## src/rtl/bitctl_pkg.sv

```systemverilog
package bitctl_pkg;

    localparam int unsigned WORD_W = 8;
    localparam int unsigned IDX_W  = 8;

    // Control bit positions inside an instruction byte
    localparam int unsigned B_SEL    = 0;
    localparam int unsigned B_WRMEM  = 1;
    localparam int unsigned B_SUB    = 2;
    localparam int unsigned B_LDACC  = 3;
    localparam int unsigned B_LDOPND = 4;
    localparam int unsigned B_PRESET = 5;

    typedef struct packed {
        logic preset;
        logic ld_opnd;
        logic ld_acc;
        logic sub;
        logic wr_mem;
        logic sel_sum;
    } ctl_t;

    function automatic ctl_t decode_ctl(input logic [WORD_W-1:0] ins);
        ctl_t c;
        c.preset  = ins[B_PRESET];
        c.ld_opnd = ins[B_LDOPND];
        c.ld_acc  = ins[B_LDACC];
        c.sub     = ins[B_SUB];
        c.wr_mem  = ins[B_WRMEM];
        c.sel_sum = ins[B_SEL];
        return c;
    endfunction

endpackage

```

## src/rtl/bitctl_store.sv

```systemverilog
module bitctl_store #(
    parameter int unsigned DW = 8,
    parameter int unsigned AW = 8
) (
    input  logic          clk,
    input  logic          we,
    input  logic [AW-1:0] waddr,
    input  logic [DW-1:0] wdata,
    input  logic [AW-1:0] raddr,
    output logic [DW-1:0] rdata
);
    localparam int unsigned DEPTH = 1 << AW;

    logic [DW-1:0] mem_q [DEPTH];

    always_ff @(posedge clk) begin
        if (we) begin
            mem_q[waddr] <= wdata;
        end
    end

    assign rdata = mem_q[raddr];

endmodule

```

## src/rtl/bitctl_alu.sv

```systemverilog
module bitctl_alu #(
    parameter int unsigned DW = 8
) (
    input  logic [DW-1:0] acc,
    input  logic [DW-1:0] opnd,
    input  logic          sub,
    input  logic          sel_sum,
    output logic [DW-1:0] res
);
    logic [DW-1:0] sum_w;

    always_comb begin
        if (sub) begin
            sum_w = acc - opnd;
        end else begin
            sum_w = acc + opnd;
        end
        res = sel_sum ? sum_w : opnd;
    end

endmodule

```

## src/rtl/bitctl_cpu.sv

```systemverilog
module bitctl_cpu
    import bitctl_pkg::*;
#(
    parameter int unsigned DW = WORD_W,
    parameter int unsigned AW = IDX_W
) (
    input  logic          clk,
    input  logic          rst,
    input  logic          ld_en,
    input  logic          ld_sel,
    input  logic [AW-1:0] ld_addr,
    input  logic [DW-1:0] ld_data,
    output logic [AW-1:0] pc_out,
    output logic [DW-1:0] acc_out,
    output logic [DW-1:0] ir_out,
    output logic          zero_out,
    output logic          step_valid,
    output logic          halted
);

    typedef struct packed {
        logic [AW-1:0] pc;
        logic [DW-1:0] ir;
        logic [DW-1:0] opnd;
        logic [DW-1:0] acc;
        logic          zf;
        logic          halt;
        logic          sv;
    } core_t;

    core_t st_d, st_q;

    logic [DW-1:0] ins_w, dat_w, res_w, opnd_new, acc_new;
    logic          zf_new, take_jmp, run_wr;
    ctl_t          ctl_w;

    logic          p_we, d_we;
    logic [AW-1:0] d_waddr;
    logic [DW-1:0] d_wdata;

    bitctl_store #(.DW(DW), .AW(AW)) u_prog (
        .clk   (clk),
        .we    (p_we),
        .waddr (ld_addr),
        .wdata (ld_data),
        .raddr (st_q.pc),
        .rdata (ins_w)
    );

    bitctl_store #(.DW(DW), .AW(AW)) u_data (
        .clk   (clk),
        .we    (d_we),
        .waddr (d_waddr),
        .wdata (d_wdata),
        .raddr (st_q.pc),
        .rdata (dat_w)
    );

    bitctl_alu #(.DW(DW)) u_alu (
        .acc     (st_q.acc),
        .opnd    (opnd_new),
        .sub     (ctl_w.sub),
        .sel_sum (ctl_w.sel_sum),
        .res     (res_w)
    );

    always_comb begin
        ctl_w    = decode_ctl(ins_w);
        opnd_new = ctl_w.ld_opnd ? dat_w : st_q.opnd;
        acc_new  = ctl_w.ld_acc ? res_w : st_q.acc;
        zf_new   = (acc_new == '0);
        take_jmp = ctl_w.preset & (~ctl_w.sel_sum | zf_new);
        run_wr   = ~rst & ~st_q.halt & (ins_w != '0) & ctl_w.wr_mem;

        st_d    = st_q;
        st_d.sv = 1'b0;
        if (!st_q.halt) begin
            if (ins_w == '0) begin
                st_d.halt = 1'b1;
            end else begin
                st_d.ir   = ins_w;
                st_d.opnd = opnd_new;
                st_d.acc  = acc_new;
                st_d.zf   = zf_new;
                st_d.sv   = 1'b1;
                st_d.pc   = take_jmp ? opnd_new[AW-1:0] : st_q.pc + 1'b1;
            end
        end

        p_we    = rst & ld_en & ~ld_sel;
        d_we    = (rst & ld_en & ld_sel) | run_wr;
        d_waddr = rst ? ld_addr : st_q.pc;
        d_wdata = rst ? ld_data : acc_new;
    end

    always_ff @(posedge clk) begin
        if (rst) begin
            st_q <= '0;
        end else begin
            st_q <= st_d;
        end
    end

    assign pc_out     = st_q.pc;
    assign acc_out    = st_q.acc;
    assign ir_out     = st_q.ir;
    assign zero_out   = st_q.zf;
    assign step_valid = st_q.sv;
    assign halted     = st_q.halt;

endmodule


```

## config.mk

```make
export PLATFORM = sky130hd
export DESIGN_NAME = bitctl_cpu
export DESIGN_NICKNAME = d
export VERILOG_FILES = /design/src/rtl/bitctl_pkg.sv /design/src/rtl/bitctl_store.sv /design/src/rtl/bitctl_alu.sv /design/src/rtl/bitctl_cpu.sv
export SDC_FILE = /design/constraint.sdc
export NUM_CORES = 2
export LEC_CHECK = 0
export BUFFER_PORTS_ARGS = -buffer_cell sky130_fd_sc_hd__buf_2
export CORE_MARGIN = 5
export CORE_UTILIZATION = 50
export CTS_BUF_LIST = sky130_fd_sc_hd__clkbuf_8
export CTS_CLUSTER_SIZE = 28
export DETAILED_ROUTE_END_ITERATION = 7
export PLACE_DENSITY_LB_ADDON = 0.08
export SLEW_MARGIN = 30
export SYNTH_ARGS = -nofsm -noshare
export SYNTH_HDL_FRONTEND = slang
export SYNTH_SLANG_ARGS = --single-unit
export TNS_END_PERCENT = 10
```

## constraint.sdc

```tcl
create_clock -name clk -period 23.5 [get_ports clk]
set_input_delay 4.7 -clock clk [delete_from_list [all_inputs] [get_ports clk]]
set_output_delay 4.7 -clock clk [all_outputs]
set_load 0.02 [all_outputs]
```

==> results.md <==
* Status: finished clean
* Vias at 80,700
* Worst R2R Setup Slack at 12.52 ns
* Rel. slew slack at 26.08%
* Area leader, netlist: edfxtp_1
* Hold path depth at 2
* Worst skew pair latency at 1.21 ns
* Slowest-stage cell, CP: dfxtp_4
* Syn Area/Cell at 21.57 um^2
* Slew Limit Fails at 0
* HP Start: ir_out[1]
* Crit path max fanout at 90
* TritonRoute pass-1 iters at 6
* Post-Synth Simple-Gate Area at 2.615%
* Clock skew at 0.06797 ns
* Crit path cell chain: buf_4, buf_4, buf_4, buf_4, mux4_2, a22oi_1, a21oi_1, o41ai_2, a211oi_1, mux2i_1, ha_1, o21ai_0, ha_1, a21o_1, a21o_1, a21oi_1, o21bai_1, a21o_1, a21o_1, xnor2_1, mux4_2, o221ai_1, mux2_8, buf_4
* Hold endpoint: ir_out[1]
* Adder-Cell Fraction of Synth Area at 0.08210%
* F_max at 91.10 MHz
* CTS hold repair buffers at 0
* Cell mode on critical path: buf_4
* Largest cells by area after synthesis: edfxtp_1, mux4_2, nor2_1
* WP buf/inv at 5
* Max IR drop VDD at 263.7 uV
* Final min period at 10.98 ns
* DIE AREA at 334,600 um^2
* Max-cap viol count at 0
* Number of synthesized register bits at 4,139
* Unrepaired setup endpoints after global routing: false
* Setup repair bufs after CTS at 0
* Number of vias per cell at 6.302
* Ys flop type: edfxtp_1
* Combinational share of power at 31.9%
* CTS root buf: clkbuf_8
* Yosys warns at 0
* WHS at 0.4837 ns
* Psw at 8.147 mW
* Critical Path Source Type: flip-flop
* Ys async rst share at 0%
* Switching share of power at 34.82%
* Area Growth Syn to Fin at 10.89%
* Met3 GRT Util at 5.328%
* Worst R2R End: u_data.mem_q[144][7]
* EDFF count, synth at 4,096
* Clock buffer depth at 4
* Num CTS Buffers at 669
* Largest net degree at the start of global routing at 257
* XOR/XNOR Fraction of Synth Area at 0.07048%
* DP Area at 166,700 um^2
* Synth cell types at 88
* Num rows at 208
* H-tree Lvls at 6
* Clock share of power at 24.6%
* Post-detail-place hpwl at 276,900 um
* Post-DRT Antenna Nets at 0
* Final Hold Fails at 0
* Cell area power density at 130.6 nW/um^2
* Synth Net Count at 7,519
* Share of cells above drive strength 1 at 27.38%
* GRT overflow at 0
* Cell area after synthesis at 161,500 um^2
* RD Place Congestion at 0.8587
* Most common cell in the netlist: edfxtp_1
* Critical Path End Type: flip-flop
* Remaining DRCs at 0
* Fillers at 24,280
* Total power draw at 23.40 mW
* Initial antenna violation count at 21
* Die height at 578.4 um
* Area fraction in compound gates after synthesis at 2.530%
* Hold Path Class: flip-flop to flip-flop
* Starting Density at 50.26%
* Tot GR Track Use at 27.17%
* # IOs at 47
* Die width at 578.4 um
* Fin area at 179,100 um^2
* Area share of the largest cell type after synthesis at 76.14%
* GR Util met2 at 43.60%
* Critical Path Max Stage Delay at 0.81 ns
* First-pass GRT wire length at 640,100 um
* Cells on worst reg2reg path at 24
* Mux cell area share after synthesis at 16.27%
* Mapped Cells at 7,489
* Worst-Margin Slew at 1.109 ns
* CTS clk-pin slew, worst paths at 0.06 ns
* Critical Path AT at 11.80 ns
* Fin crit share at 46.71%
* Gates resized, CTS repair at 0
* Drt total wl at 456,200 um
* CP Class: flip-flop to flip-flop
* M1 GR Usage at 37.49%
* Inst Count DP at 11,570
* Clock Sinks at 4,139
* Drt wl/cell at 35.63 um
* Busiest grt layer: met2
* Final setup viols at 0
* Power share of the sequential group at 43.5%
* Initial DRC count at 9,091
* Top delay family on crit path: buffers and inverters
* Vias in the first global route at 82,200
* Internal power contribution at 15.25 mW
* Layout Nets at 7,969
* PortBufs at 46
* Cell Count, Final, Fillers Out at 12,810
* Sequential element share of the synthesized area at 76.67%
* Core Footprint at 321,400 um^2
* Commonest cells in the netlist: edfxtp_1, mux4_2, nor2_1
* CTS tree: yes
* Combinational family with the most area after synthesis: multiplexers
* Setup TNS at 0 ns
* CP Data Required Time at 24.32 ns
* P_leak at 55.20 nW
## flip-flops by register name (all words and copies together), names as in the netlist, named ones only
register / count
u_data.mem_q: 2048
u_prog.mem_q: 2048
acc_out: 8
ir_out: 8
pc_out: 8
st_q: 8
halted: 1
step_valid: 1
zero_out: 1
## per-layer routing
| metal | vias up | share of wire (%) |
|---|---|---|
| li1 | 32470 | - |
| met3 | 774 | 7.8 |
| met5 | - | 0.0057 |
| met4 | 4 | 3.9 |
| met1 | 43620 | 40 |
| met2 | 3835 | 49 |
## power by group through the flow
stage | Clock, mW | Combinational (mW) | Sequential, mW
3_3_place_gp | 0 | 7.24 | 10.4
6_report | 5.76 | 7.46 | 10.2
3_5_place_dp | 0 | 7.38 | 10.4
2_1_floorplan | 0 | 4.39 | 10.6
5_1_grt | 6.21 | 7.83 | 10.2
4_1_cts | 5.85 | 7.40 | 10.2
## cells by family (layout without fill, tap and decap cells)
kind of cell,count (synthesis),in the layout
AND/OR/NAND/NOR,972,972
adder cells (fa/ha/maj),10,10
multiplexers,1287,1287
other,0,16
AO/OA/AOI/OAI,573,573
XOR/XNOR,13,13
buffers and inverters,495,1490
flip-flops,4139,4139
## through the flow
stage          utilization [%]  setup WS [ns]
2_1_floorplan                -          5.827
5_1_grt                  55.72          11.82
6_report                 55.73          12.52
3_3_place_gp             51.77          12.37
4_1_cts                  55.63          12.27
3_5_place_dp             51.85          12.28
## final cells by class
class                   count  area [um^2]  area share, %
clock buffers             680         9359          5.225
clock inverters           536         2795          1.560
inverters                  22        90.09        0.05029
flip-flops and latches   4139       123900          69.16
multi-input cells        2855        35410          19.77
well taps                4305         5386          3.007
diodes                     16        40.04        0.02235
repair buffers            252         2162          1.207
## worst reg2reg max path: stages (launching register included)
cell      delay, ns
dfxtp_4        0.81
buf_4          0.61
buf_4          0.73
buf_4          0.66
buf_4          0.78
mux4_2         0.62
a22oi_1        0.26
a21oi_1        0.21
o41ai_2        0.75
a211oi_1       0.32
mux2i_1        0.50
ha_1           0.31
o21ai_0        0.30
ha_1           0.31
a21o_1         0.17
a21o_1         0.20
a21oi_1        0.17
o21bai_1       0.11
a21o_1         0.19
a21o_1         0.20
xnor2_1        0.20
mux4_2         0.52
o221ai_1       0.16
mux2_8         0.62
buf_4          0.74
## how the worst max path moves through the flow
stage	from	to	slack, ns	cells after the start
after CTS	flip-flop	u_data.mem_q[20][7]	12.27	24
final	flip-flop	u_data.mem_q[144][7]	12.52	24
after global routing	flip-flop	u_data.mem_q[144][7]	11.82	24
after floorplan	rst	u_data.mem_q[0][0]	5.83	5
after detailed placement	flip-flop	u_data.mem_q[146][7]	12.28	24
after global placement	flip-flop	u_data.mem_q[20][7]	12.37	24
## cells in the final DEF, fill, tap and decap left out, types with 13 or more instances in the layout
cell and instances:
o22ai_1 28, nor3_1 29, clkinv_1 201, inv_6 17
and3_1 13, a221oi_1 35, nor2b_1 26, nand2_1 155
diode_2 16, a22oi_1 166, buf_2 37, clkbuf_8 688
inv_1 221, a31oi_1 19, a211oi_1 23, nor2_1 494
buf_4 180, inv_8 16, mux2i_1 190, buf_12 13
nor2_2 99, nand2b_1 17, mux4_2 1066, a21oi_1 106
dfxtp_1 36, edfxtp_1 4096, nand3_1 37, o221ai_1 17
bufinv_16 14, o21ai_0 37, a22o_1 29, clkinv_2 64
mux2_2 22
Note: power is estimated with default switching activity, not from simulation.
